<file path="src/rtl/cursor_ovl_pkg.sv">
package cursor_ovl_pkg;
  parameter int CUR_DIM    = 64;
  parameter int MASK_BYTES = CUR_DIM / 8;
  parameter int ROW_BYTES  = 2 * MASK_BYTES;
  parameter int IDX_W      = $clog2(ROW_BYTES);

  typedef enum logic [2:0] {
    SEL_CTRL  = 3'd0,
    SEL_POS   = 3'd1,
    SEL_BASE  = 3'd2,
    SEL_HOT   = 3'd3,
    SEL_CLR0  = 3'd4,
    SEL_CLR1  = 3'd5
  } regSel_t;

  typedef struct packed {
    logic             bufWe;
    logic [IDX_W-1:0] bufIdx;
    logic             rowClr;
    logic             rowSet;
  } fetchStrobe_t;
endpackage

</file>
<file path="src/rtl/cursor_ovl_ctrl.sv">
module cursor_ovl_ctrl
  import cursor_ovl_pkg::*;
#(
  parameter int ADDR_W = 32,
  parameter int X_W    = 14,
  parameter int Y_W    = 12,
  parameter int HOT_W  = 6,
  parameter int CLR_W  = 24
) (
  input  logic               clk,
  input  logic               rstN,
  input  logic               regWe,
  input  logic [2:0]         regAddr,
  input  logic [31:0]        regWdata,
  input  logic               frameStart,
  input  logic               lineFetch,
  input  logic [Y_W-1:0]     fetchY,
  input  logic [Y_W-1:0]     vDispEnd,
  output logic               memRdEn,
  output logic [ADDR_W-1:0]  memRdAddr,
  output fetchStrobe_t       strobe,
  output logic [X_W-1:0]     actX,
  output logic [CLR_W-1:0]   actClr0,
  output logic [CLR_W-1:0]   actClr1
);
  localparam int ROW_W    = $clog2(CUR_DIM);
  localparam int BYTE_SH  = $clog2(ROW_BYTES);
  localparam logic [31:0] BASE_MASK = 32'h07FF_FFF0;
  localparam logic [IDX_W-1:0] LAST_IDX = IDX_W'(ROW_BYTES - 1);

  // written (pending) settings
  logic              penEn;
  logic [X_W-1:0]    penX;
  logic [Y_W-1:0]    penY;
  logic [31:0]       penBase;
  logic [HOT_W-1:0]  penHotX, penHotY;
  logic [CLR_W-1:0]  penClr0, penClr1;
  logic              lockQ;

  // working settings
  logic              actEn;
  logic [Y_W-1:0]    actY;
  logic [ADDR_W-1:0] actRowBase;

  logic [ADDR_W-1:0] nextRowBase;
  assign nextRowBase = ADDR_W'(penBase) - ADDR_W'(penHotX)
                     - (ADDR_W'(penHotY) << BYTE_SH);

  always_ff @(posedge clk) begin
    if (!rstN) begin
      penEn   <= 1'b0;
      penX    <= '0;
      penY    <= '0;
      penBase <= '0;
      penHotX <= '0;
      penHotY <= '0;
      penClr0 <= '0;
      penClr1 <= '0;
      lockQ   <= 1'b0;
    end else if (regWe) begin
      case (regSel_t'(regAddr))
        SEL_CTRL: penEn <= regWdata[0];
        SEL_POS: begin
          penX  <= regWdata[16 +: X_W];
          penY  <= regWdata[0 +: Y_W];
          lockQ <= regWdata[31];
        end
        SEL_BASE: begin
          penBase <= regWdata & BASE_MASK;
          lockQ   <= regWdata[31];
        end
        SEL_HOT: begin
          penHotX <= regWdata[16 +: HOT_W];
          penHotY <= regWdata[0 +: HOT_W];
          lockQ   <= regWdata[31];
        end
        SEL_CLR0: penClr0 <= regWdata[CLR_W-1:0];
        SEL_CLR1: penClr1 <= regWdata[CLR_W-1:0];
        default: ;
      endcase
    end
  end

  always_ff @(posedge clk) begin
    if (!rstN) begin
      actEn      <= 1'b0;
      actX       <= '0;
      actY       <= '0;
      actRowBase <= '0;
      actClr0    <= '0;
      actClr1    <= '0;
    end else if (frameStart) begin
      actEn   <= penEn;
      actClr0 <= penClr0;
      actClr1 <= penClr1;
      if (!lockQ) begin
        actX       <= penX;
        actY       <= penY;
        actRowBase <= nextRowBase;
      end
    end
  end

  // row hit test
  logic [Y_W:0] dy;
  logic         rowHit;
  assign dy     = {1'b0, fetchY} - {1'b0, actY};
  assign rowHit = actEn && !dy[Y_W] && (dy[Y_W-1:0] < Y_W'(CUR_DIM))
                  && (fetchY <= vDispEnd);

  // fetch sequencer
  logic              busy;
  logic [IDX_W-1:0]  cnt;
  logic [ADDR_W-1:0] rowAddr;
  logic              rdVldQ;
  logic [IDX_W-1:0]  rdIdxQ;
  logic              accept;

  assign accept = lineFetch && !busy;

  always_ff @(posedge clk) begin
    if (!rstN) begin
      busy    <= 1'b0;
      cnt     <= '0;
      rowAddr <= '0;
      rdVldQ  <= 1'b0;
      rdIdxQ  <= '0;
    end else begin
      rdVldQ <= busy;
      rdIdxQ <= cnt;
      if (accept && rowHit) begin
        busy    <= 1'b1;
        cnt     <= '0;
        rowAddr <= actRowBase + (ADDR_W'(dy[ROW_W-1:0]) << BYTE_SH);
      end else if (busy) begin
        cnt <= cnt + 1'b1;
        if (cnt == LAST_IDX) busy <= 1'b0;
      end
    end
  end

  assign memRdEn   = busy;
  assign memRdAddr = rowAddr + ADDR_W'(cnt);

  always_comb begin
    strobe.bufWe  = rdVldQ;
    strobe.bufIdx = rdIdxQ;
    strobe.rowClr = accept;
    strobe.rowSet = rdVldQ && (rdIdxQ == LAST_IDX);
  end
endmodule

</file>
<file path="src/rtl/cursor_ovl_datapath.sv">
module cursor_ovl_datapath
  import cursor_ovl_pkg::*;
#(
  parameter int X_W   = 14,
  parameter int PIX_W = 32,
  parameter int CLR_W = 24
) (
  input  logic              clk,
  input  logic              rstN,
  input  fetchStrobe_t      strobe,
  input  logic [7:0]        memRdData,
  input  logic              pixValid,
  input  logic [X_W-1:0]    pixX,
  input  logic [PIX_W-1:0]  pixIn,
  input  logic [X_W-1:0]    hActive,
  input  logic [X_W-1:0]    actX,
  input  logic [CLR_W-1:0]  actClr0,
  input  logic [CLR_W-1:0]  actClr1,
  output logic              pixOutValid,
  output logic [PIX_W-1:0]  pixOut
);
  localparam int COL_W  = $clog2(CUR_DIM);
  localparam int FILL_W = PIX_W - CLR_W;

  // line buffer, one register per mask byte
  logic [7:0] bufByte [ROW_BYTES];
  generate
    for (genvar g = 0; g < ROW_BYTES; g++) begin : g_byte
      logic [7:0] q;
      always_ff @(posedge clk) begin
        if (!rstN) q <= '0;
        else if (strobe.bufWe && strobe.bufIdx == IDX_W'(g)) q <= memRdData;
      end
      assign bufByte[g] = q;
    end
  endgenerate

  logic rowValid;
  always_ff @(posedge clk) begin
    if (!rstN)              rowValid <= 1'b0;
    else if (strobe.rowClr) rowValid <= 1'b0;
    else if (strobe.rowSet) rowValid <= 1'b1;
  end

  // column decode
  logic [X_W:0]       dx;
  logic               inCursor;
  logic [COL_W-4:0]   byteSel;
  logic [2:0]         bitSel;
  logic [7:0]         andByte, xorByte;
  logic               andBit, xorBit;
  logic [PIX_W-1:0]   mixed;

  assign dx       = {1'b0, pixX} - {1'b0, actX};
  assign inCursor = rowValid && !dx[X_W] && (dx[X_W-1:0] < X_W'(CUR_DIM))
                    && (pixX < hActive);
  assign byteSel  = dx[COL_W-1:3];
  assign bitSel   = 3'd7 - dx[2:0];
  assign andByte  = bufByte[IDX_W'(byteSel)];
  assign xorByte  = bufByte[IDX_W'(byteSel) + IDX_W'(MASK_BYTES)];
  assign andBit   = andByte[bitSel];
  assign xorBit   = xorByte[bitSel];

  always_comb begin
    if (!inCursor)
      mixed = pixIn;
    else if (andBit)
      mixed = xorBit ? ~pixIn : pixIn;
    else
      mixed = {{FILL_W{1'b1}}, (xorBit ? actClr1 : actClr0)};
  end

  always_ff @(posedge clk) begin
    if (!rstN) begin
      pixOutValid <= 1'b0;
      pixOut      <= '0;
    end else begin
      pixOutValid <= pixValid;
      pixOut      <= mixed;
    end
  end
endmodule

</file>
<file path="src/rtl/cursor_overlay.sv">
module cursor_overlay
  import cursor_ovl_pkg::*;
#(
  parameter int ADDR_W = 32,
  parameter int X_W    = 14,
  parameter int Y_W    = 12,
  parameter int PIX_W  = 32,
  parameter int CLR_W  = 24
) (
  input  logic              clk,
  input  logic              rstN,
  input  logic              regWe,
  input  logic [2:0]        regAddr,
  input  logic [31:0]       regWdata,
  input  logic              frameStart,
  input  logic              lineFetch,
  input  logic [Y_W-1:0]    fetchY,
  input  logic [Y_W-1:0]    vDispEnd,
  input  logic [X_W-1:0]    hActive,
  output logic              memRdEn,
  output logic [ADDR_W-1:0] memRdAddr,
  input  logic [7:0]        memRdData,
  input  logic              pixValid,
  input  logic [X_W-1:0]    pixX,
  input  logic [PIX_W-1:0]  pixIn,
  output logic              pixOutValid,
  output logic [PIX_W-1:0]  pixOut
);
  fetchStrobe_t     strobe;
  logic [X_W-1:0]   actX;
  logic [CLR_W-1:0] actClr0, actClr1;

  cursor_ovl_ctrl #(
    .ADDR_W(ADDR_W), .X_W(X_W), .Y_W(Y_W), .CLR_W(CLR_W)
  ) i_ctrl (
    .clk(clk), .rstN(rstN),
    .regWe(regWe), .regAddr(regAddr), .regWdata(regWdata),
    .frameStart(frameStart), .lineFetch(lineFetch),
    .fetchY(fetchY), .vDispEnd(vDispEnd),
    .memRdEn(memRdEn), .memRdAddr(memRdAddr),
    .strobe(strobe), .actX(actX), .actClr0(actClr0), .actClr1(actClr1)
  );

  cursor_ovl_datapath #(
    .X_W(X_W), .PIX_W(PIX_W), .CLR_W(CLR_W)
  ) i_dp (
    .clk(clk), .rstN(rstN), .strobe(strobe), .memRdData(memRdData),
    .pixValid(pixValid), .pixX(pixX), .pixIn(pixIn), .hActive(hActive),
    .actX(actX), .actClr0(actClr0), .actClr1(actClr1),
    .pixOutValid(pixOutValid), .pixOut(pixOut)
  );
endmodule

</file>
<file path="config.mk">
export PLATFORM = sky130hd
export DESIGN_NAME = cursor_overlay
export DESIGN_NICKNAME = d
export VERILOG_FILES = /design/src/rtl/cursor_ovl_pkg.sv /design/src/rtl/cursor_ovl_ctrl.sv /design/src/rtl/cursor_ovl_datapath.sv /design/src/rtl/cursor_overlay.sv
export SDC_FILE = /design/constraint.sdc
export NUM_CORES = 1
export LEC_CHECK = 0
export CORE_ASPECT_RATIO = 1.2
export CORE_UTILIZATION = 60
export CTS_CLUSTER_DIAMETER = 80
export CTS_CLUSTER_SIZE = 8
export DETAILED_ROUTE_END_ITERATION = 10
export DONT_BUFFER_PORTS = 1
export PLACE_DENSITY = 0.76
export SYNTH_ARGS = -nofsm -noshare
export SYNTH_HDL_FRONTEND = slang
export SYNTH_HIERARCHICAL = 1
export SYNTH_SLANG_ARGS = --single-unit
</file>
<file path="constraint.sdc">
create_clock -name clk -period 5.5 [get_ports clk]
set_clock_uncertainty 0.1 [all_clocks]
set_input_delay 0.275 -clock clk [delete_from_list [all_inputs] [get_ports clk]]
set_output_delay 0.275 -clock clk [all_outputs]
set_load 0.005 [all_outputs]
</file>
==> tab_implementation.tex, run 1 <==
\begin{tabular}{lr}
\hline
Metric & Value \\
\hline
\multicolumn{2}{l}{\textbf{Outcome}} \\
Status & finished, final reports clean \\
\multicolumn{2}{l}{\textbf{Power}} \\
Part of the total power dissipated in the clock network & 43.5\% \\
Maximum vdd drop & 0.217 mV \\
Areal power density over the cells & 301 nW/um2 \\
Relative contribution of sequential cells to total power & 43.8\% \\
Switching power of the nets & 0.00187 W \\
P\_int & 0.00534 W \\
Combinational fraction of design power & 12.7\% \\
Total power consumption of the routed design & 0.00721 W \\
Switching fraction of total power & 25.9\% \\
Static power due to leakage & 9.10 nW \\
\multicolumn{2}{l}{\textbf{Yosys}} \\
Summed instance area of the synthesized netlist & 21300 um2 \\
Main synth FF type & dfxtp\_1 \\
Top-area cell type share of the netlist area & 39.4\% \\
Synth cell types & 80 \\
Net count after synthesis & 2596 \\
Number of flops mapped to enable cells by yosys & 0 \\
Gate Count Post-Synth & 2387 \\
Flop and latch count out of synthesis & 419 \\
Fraction of registers with async set or reset after synthesis & 0\% \\
Syn. warnings & 6 \\
Top cells by area in the synthesized netlist & dfxtp\_1, mux2i\_1, nand2\_1 \\
Mean Syn Cell Area & 8.92 um2 \\
Register area share after synthesis & 39.4\% \\
Top cell type by total area after synthesis & dfxtp\_1 \\
\multicolumn{2}{l}{\textbf{Drt}} \\
Number of vias per cell & 5.89 \\
Vias after detailed routing & 17000 \\
Average routed wire per standard cell & 19.5 um \\
Drt drc & 0 \\
Length of the first detailed-routing pass in iterations & 6 \\
Final ANT Viol Nets & 0 \\
Total detailed-routing wirelength & 56200 um \\
Number of DRC markers in iteration 0 & 1003 \\
\multicolumn{2}{l}{\textbf{Clocking}} \\
Number of H-tree branching levels & 2 \\
Clock tree from TritonCTS & built \\
Max Root-Sink Buffers & 3 \\
Number of gates given a new drive strength after cts & 0 \\
Num CTS Buffers & 58 \\
Clock latency at the later pin of the worst-skew pair & 0.63 ns \\
Clk pin slew, worst setup/hold paths & 0.05 ns \\
Post-CTS setup repair buffer count & 0 \\
Clock net sink count & 419 \\
Cell at the root of the clock tree & clkbuf\_16 \\
\multicolumn{2}{l}{\textbf{Floorplan}} \\
Std-Cell Rows & 75 \\
Initial core utilization & 60.9\% \\
Die H & 208 um \\
Total die area & 36300 um2 \\
Top-Level Pins & 199 \\
Chip width & 174 um \\
Core area & 35000 um2 \\
\multicolumn{2}{l}{\textbf{Final layout}} \\
Finished Core Util & 68.4\% \\
Final Net Count & 2619 \\
Finished Cell Area & 23900 um2 \\
Layout cell share with drive strength beyond 1 & 6.67\% \\
Area growth, synth to finish & 12.4\% \\
Fill cell total of the finished layout & 2691 \\
\multicolumn{2}{l}{\textbf{STA}} \\
Final critical-path share of the clock period & 95.1\% \\
Final-report max-slew violation count & 0 \\
Slew at the pin with the worst max-slew slack & 1.29 ns \\
RSZ-0062 raised after global routing & false \\
Highest clock frequency the design can meet & 0.191 GHz \\
Final min period & 5.23 ns \\
Final hold violation count & 0 \\
Relative max-transition margin & 13.7\% \\
Final count of negative-setup-slack endpoints & 0 \\
Setup total negative slack & 0 ns \\
\multicolumn{2}{l}{\textbf{Critical path}} \\
Worst setup path startpoint & i\_ctrl/actX[2] \\
Worst reg2reg path depth & 15 \\
Startpoint of the worst register-to-register path & i\_ctrl/actX[2] \\
Worst Path Arrival & 5.70 ns \\
Critical Path Sink Type & flip-flop \\
Worst Setup EP & i\_dp/pixOut[6] \\
Type of the worst setup path & reg2reg \\
Worst setup slack for register-to-register paths & 0.27 ns \\
Worst flop-to-flop path endpoint & i\_dp/pixOut[6] \\
Element type at the critical path start & flip-flop \\
Required @ worst endpoint & 5.96 ns \\
Maximum fanout along the worst path & 24 \\
\multicolumn{2}{l}{\textbf{Global routing}} \\
Wire length of the first global-routing pass & 88700 um \\
Via count of the first global-routing pass & 16900 \\
Grt ovf & 0 \\
Maximum number of pins on one net before global-route repair & 229 \\
Initial antenna violation count & 12 \\
Total global-route track usage & 30.4\% \\
\multicolumn{2}{l}{\textbf{Placement}} \\
Number of port buffers & 0 \\
Last weighted congestion value of the routability-driven placer & 0.932 \\
HPWL after DPL & 36700 um \\
Cell area after placement & 21400 um2 \\
\multicolumn{2}{l}{\textbf{Worst hold path}} \\
Hold Path Class & in2reg \\
\multicolumn{2}{l}{\textbf{Flow run}} \\
Number of maximum-capacitance violations & 0 \\
\hline
\end{tabular}
-- metrics by stage --
stage | std cells | hold slack (ns) | setup slack [ns]
finish | 2886 | 0.0270 | 0.267
global route | 2884 | 0.0385 | 0.00622
CTS | 2874 | 0.00739 | 0.291
detailed placement | 2720 | 0.300 | 0.829
global placement | 2720 | 0.297 | 0.953
floorplan | 2387 | 0.295 | 1.68
-- flip-flops by register name, summed over array words and instances, names as in the netlist, 4 cells and up --
register and cells:
i_ctrl/penY 12, i_ctrl/cnt 4, i_ctrl/penHotY 6, i_ctrl/actRowBase 29, i_ctrl/actClr1 24, i_dp/g_byte.q 128, i_ctrl/penClr0 24, i_ctrl/actY 12
i_ctrl/actClr0 24, i_ctrl/penBase 23, i_ctrl/rdIdxQ 4, i_ctrl/penHotX 6, i_dp/pixOut 32, i_ctrl/penX 14, i_ctrl/rowAddr 32, i_ctrl/actX 14
i_ctrl/penClr1 24
-- synth_stat cells, types with 27 or more instances --
cell type,n
a21oi_1,183
mux2i_1,289
xor2_1,34
clkbuf_1,104
inv_1,88
nor3_1,27
nand3_1,67
o21ai_0,30
nor2b_1,149
nor2_1,126
ha_1,71
nand2_1,406
dfxtp_1,419
xnor2_1,59
-- worst max-delay path, stage by stage (launching register included) --
cell           delay, ns
dfxtp_1             0.33
inv_1               0.05
ha_1                0.36
nor2_2              0.07
a21oi_4             0.21
xor2_4              0.50
buf_4               0.35
mux2i_1             0.23
mux2i_1             0.12
mux4_2              0.49
a211oi_1            0.41
a211oi_4            0.13
o21ai_2             0.88
nand3_1             0.21
o221ai_2            0.11
dlygate4sd3_1       0.57
-- cells in the final DEF, fill, tap and decap left out, types with 17 or more instances in the layout --
cell type	n
ha_1	71
o21ai_0	30
inv_1	87
a21oi_1	183
a21o_1	22
dfxtp_1	419
nand4_1	17
clkbuf_16	58
mux2i_1	289
nor2_1	126
xnor2_1	59
nand2_1	406
nor2b_1	148
o221ai_2	20
mux4_2	17
xor2_1	33
nand3_1	67
nor3_1	27
dlygate4sd3_1	90
-- cell families (layout without fill, tap and decap cells) --
family	Yosys count	in the layout	share of synthesized area [%]
mux	322	322	16.4
fa+ha+maj	76	76	4.64
other cells	0	12	0
buf+inv	231	256	4.63
xor+xnor	94	94	3.90
flops	419	419	39.4
simple gates	895	895	20.1
compound gates	350	350	11.0
-- metal layers --
metal / track usage [%] / vias up / wire [um]
met4: 16.6 / 2 / 2940
met5: 0 / - / 10
met1: 35.7 / 8042 / 22600
li1: - / 8219 / -
met2: 52.5 / 558 / 27500
met3: 5.43 / 184 / 3180
-- area by class of cell --
type | count | area [um2] | share of cell area, %
Multi-Input combinational cell | 1737 | 12000 | 50.1
Sequential cell | 419 | 8390 | 35.0
Clock buffer | 58 | 1450 | 6.06
Timing Repair Buffer | 106 | 1070 | 4.48
Tap cell | 462 | 578 | 2.41
Inverter | 88 | 335 | 1.40
Clock inverter | 4 | 97.6 | 0.408
Antenna cell | 12 | 30.0 | 0.125
-- power by group through the flow --
stage	Combinational, W	Clock, W	Sequential (W)
2_1_floorplan	0.000669	0	0.00320
3_3_place_gp	0.000753	0	0.00321
3_5_place_dp	0.000774	0	0.00321
4_1_cts	0.000905	0.00317	0.00315
5_1_grt	0.000997	0.00330	0.00316
6_report	0.000917	0.00313	0.00316
-- timing repair --
| action | in CTS | in global routing |
|---|---|---|
| hold buffers | 92 | 0 |
| endpoints found under the hold margin | 369 | 0 |
| setup endpoints to repair | 0 | 0 |
-- how the worst min path moves through the flow --
stage / slack, ns / cells after the start / endpoint / from
floorplan: 0.30 / 1 / i_dp/pixOut[23] / pixIn[23]
global placement: 0.30 / 1 / i_dp/pixOut[23] / pixIn[23]
global route: 0.04 / 3 / i_ctrl/actClr0[21] / frameStart
CTS: 0.007 / 3 / i_ctrl/actClr0[22] / frameStart
detailed placement: 0.30 / 1 / i_dp/pixOut[23] / pixIn[23]
finish: 0.03 / 3 / i_ctrl/actClr0[18] / frameStart
Power figures use the tool's default switching activity.
==> inputs of run 2 (changes only) <==
Settings changed: CORE_MARGIN set to 5.
==> run 2 against run 1 <==
Total power fell by 0.20%; critical endpoint is now i_dp/pixOut[12]; maximum frequency fell by 1.2%; cell area rose by 0.14%; highest routed layer unchanged; clock power barely moved; hold slack improved by 0.026 ns; sequential share of layout area barely moved; global-route usage fell by 2.2 points; cell count fell by 0.17%; register-to-register slack got worse by 0.06 ns; core utilization rose by 0.093 points; combinational power barely moved; die area rose by 8.6%.
==> tab_implementation.tex, run 2 (synthesized netlist as in run 1, its figures left out) <==
\begin{tabular}{lr}
\hline
Metric & Value \\
\hline
\multicolumn{2}{l}{\textbf{STA}} \\
Final count of negative-setup-slack endpoints & 0 (unchanged) \\
RSZ-0062 raised after global routing & false (unchanged) \\
Final hold violation count & 0 (unchanged) \\
Final critical-path share of the clock period & 96.3\% (was 95.1\%) \\
Highest clock frequency the design can meet & 0.189 GHz (was 0.191 GHz) \\
Relative max-transition margin & 18.4\% (was 13.7\%) \\
Final-report max-slew violation count & 0 (unchanged) \\
Slew at the pin with the worst max-slew slack & 1.22 ns (was 1.29 ns) \\
Final min period & 5.30 ns (was 5.23 ns) \\
Setup total negative slack & 0 ns (unchanged) \\
\multicolumn{2}{l}{\textbf{Final layout}} \\
Most flops, register & i\_dp/g\_byte.q (unchanged) \\
Leading cell types in the layout, fill and taps excluded & dfxtp\_1, nand2\_1, mux2i\_1 (unchanged) \\
Layout cell share with drive strength beyond 1 & 6.75\% (was 6.67\%) \\
Max reg flops & 128 (unchanged) \\
Biggest registers after layout & i\_dp/g\_byte.q: 128 flops, i\_ctrl/rowAddr: 32 flops, i\_dp/pixOut: 32 flops (unchanged) \\
Area growth, synth to finish & 12.6\% (was 12.4\%) \\
Area used by sequential logic in the layout & 8390 um2 (unchanged) \\
Total area of multi-input combinational cells & 12000 um2 (about the same) \\
Leading cell type in the layout, fill and taps excluded & dfxtp\_1 (unchanged) \\
Fill cell total of the finished layout & 2664 (was 2691) \\
Final Net Count & 2623 (was 2619) \\
\multicolumn{2}{l}{\textbf{Clocking}} \\
Clock latency at the later pin of the worst-skew pair & 0.61 ns (was 0.63 ns) \\
Clock tree from TritonCTS & built (unchanged) \\
Cell at the root of the clock tree & clkbuf\_16 (unchanged) \\
Clk pin slew, worst setup/hold paths & 0.05 ns (about the same) \\
Number of H-tree branching levels & 2 (unchanged) \\
Post-CTS setup repair buffer count & 0 (unchanged) \\
Clock net sink count & 419 (unchanged) \\
Max Root-Sink Buffers & 3 (unchanged) \\
Num CTS Buffers & 58 (unchanged) \\
\multicolumn{2}{l}{\textbf{Floorplan}} \\
Die H & 216 um (was 208 um) \\
Core area & 35000 um2 (unchanged) \\
Top-Level Pins & 199 (unchanged) \\
Total die area & 39400 um2 (was 36300 um2) \\
Std-Cell Rows & 75 (unchanged) \\
Chip width & 182 um (was 174 um) \\
Initial core utilization & 60.9\% (unchanged) \\
\multicolumn{2}{l}{\textbf{Drt}} \\
Number of vias per cell & 5.94 (was 5.89) \\
Final ANT Viol Nets & 0 (unchanged) \\
Number of DRC markers in iteration 0 & 1217 (was 1003) \\
Total detailed-routing wirelength & 57300 um (was 56200 um) \\
Drt drc & 0 (unchanged) \\
Vias after detailed routing & 17100 (was 17000) \\
Average routed wire per standard cell & 19.9 um (was 19.5 um) \\
Length of the first detailed-routing pass in iterations & 6 (unchanged) \\
\multicolumn{2}{l}{\textbf{Power}} \\
Switching fraction of total power & 25.8\% (was 25.9\%) \\
Switching power of the nets & 0.00185 W (was 0.00187 W) \\
Static power due to leakage & 9.14 nW (was 9.10 nW) \\
Combinational fraction of design power & 12.7\% (about the same) \\
Part of the total power dissipated in the clock network & 43.4\% (was 43.5\%) \\
Relative contribution of sequential cells to total power & 43.9\% (was 43.8\%) \\
Areal power density over the cells & 300 nW/um2 (was 301 nW/um2) \\
P\_int & 0.00534 W (about the same) \\
Maximum vdd drop & 0.278 mV (was 0.217 mV) \\
Total power consumption of the routed design & 0.00719 W (was 0.00721 W) \\
\multicolumn{2}{l}{\textbf{Critical path}} \\
Type of the worst setup path & reg2reg (unchanged) \\
Delay-heaviest family, CP & simple AND/OR/NAND/NOR gates (was compound AO/OA/AOI/OAI gates) \\
Worst Path Arrival & 5.69 ns (was 5.70 ns) \\
Critical path's largest stage delay & 0.58 ns (was 0.88 ns) \\
Critical Path Sink Type & flip-flop (unchanged) \\
Crit path buffers/inverters & 2 (was 3) \\
Critical-path cell with the highest stage delay & dlygate4sd3\_1 (was o21ai\_2) \\
Worst path cell trace & ha\_1 -> fa\_1 -> nand2b\_1 -> a21oi\_1 -> xor2\_4 -> buf\_12 -> mux4\_2 -> mux4\_2 -> nor3\_1 -> a211oi\_2 -> o211ai\_1 -> nand2b\_4 -> nand2b\_4 -> o221ai\_2 -> dlygate4sd3\_1 (was inv\_1 -> ha\_1 -> nor2\_2 -> a21oi\_4 -> xor2\_4 -> buf\_4 -> mux2i\_1 -> mux2i\_1 -> mux4\_2 -> a211oi\_1 -> a211oi\_4 -> o21ai\_2 -> nand3\_1 -> o221ai\_2 -> dlygate4sd3\_1) \\
Maximum fanout along the worst path & 38 (was 24) \\
Required @ worst endpoint & 5.89 ns (was 5.96 ns) \\
Element type at the critical path start & flip-flop (unchanged) \\
\multicolumn{2}{l}{\textbf{Global routing}} \\
Wire length of the first global-routing pass & 91200 um (was 88700 um) \\
Initial antenna violation count & 3 (was 12) \\
Via count of the first global-routing pass & 17200 (was 16900) \\
Grt ovf & 0 (unchanged) \\
Total global-route track usage & 28.2\% (was 30.4\%) \\
Maximum number of pins on one net before global-route repair & 228 (was 229) \\
\multicolumn{2}{l}{\textbf{Outcome}} \\
Status & finished, final reports clean (unchanged) \\
\multicolumn{2}{l}{\textbf{Placement}} \\
HPWL after DPL & 37400 um (was 36700 um) \\
Last weighted congestion value of the routability-driven placer & 0.910 (was 0.932) \\
Number of port buffers & 0 (unchanged) \\
\multicolumn{2}{l}{\textbf{Flow run}} \\
Number of maximum-capacitance violations & 0 (unchanged) \\
\multicolumn{2}{l}{\textbf{Worst hold path}} \\
Hold Path Class & in2reg (unchanged) \\
\hline
\end{tabular}
run 2: changes by cell type in the layout (fill, tap and decap cells not counted), sizes merged:
cell         previous run  this run
diode                  12         3
buf                    16        18
dlygate4sd3            90        92
run 2: worst min-delay path, stage by stage:
cell and delay [ns]:
buf_16 0.22, mux2i_1 0.16, nor2_1 0.07
run 2: repair_timing:
action,CTS,global route
hold endpoints to repair,369,0
hold buffers,95,0
resized for setup,0,1
endpoints found under the setup margin,0,9
run 2: area by class of cell:
class / count / share of cell area [%]
diodes: 3 / 0.0313
clock buffers: 58 / 6.05
clock inverters: 4 / 0.407
inverters: 88 / 1.40
multi-input cells: 1737 / 50.0
flip-flops and latches: 419 / 35.0
well taps: 462 / 2.41
repair buffers: 110 / 4.68
run 2: routing by layer:
layer | wire (um) | vias to the layer above | global-route usage [%]
li1 | - | 8207 | -
met1 | 22800 | 8098 | 33.6
met2 | 27800 | 587 | 48.2
met3 | 3220 | 211 | 5.20
met4 | 3390 | 2 | 15.4
met5 | 9 | - | 0
run 2: stage by stage:
step	setup slack, ns	util (%)	hold WS, ns	std cells	area [um2]
2_1_floorplan	1.68	-	0.295	2387	21300
3_3_place_gp	0.772	61.2	0.297	2721	21400
3_5_place_dp	0.670	61.2	0.300	2721	21400
4_1_cts	0.174	68.5	0.0305	2878	24000
5_1_grt	0.0958	68.5	0.0551	2880	24000
6_report	0.204	68.5	0.0527	2881	24000
run 2: power groups by stage:
stage	clock network (W)	registers, W	logic, W
finish	0.00312	0.00316	0.000915
global route	0.00330	0.00316	0.00100
CTS	0.00316	0.00315	0.000901
detailed placement	0	0.00321	0.000765
global placement	0	0.00321	0.000741
floorplan	0	0.00320	0.000669
run 2: final timing paths:
path              startpoint  slack (ns)  cells after the start            endpoint
max reg2reg   i_ctrl/actX[0]        0.20                     15     i_dp/pixOut[12]
min reg2reg  i_ctrl/penY[10]        0.35                      2     i_ctrl/penY[10]
min               frameStart        0.05                      3  i_ctrl/actClr0[14]
max           i_ctrl/actX[0]        0.20                     15     i_dp/pixOut[12]
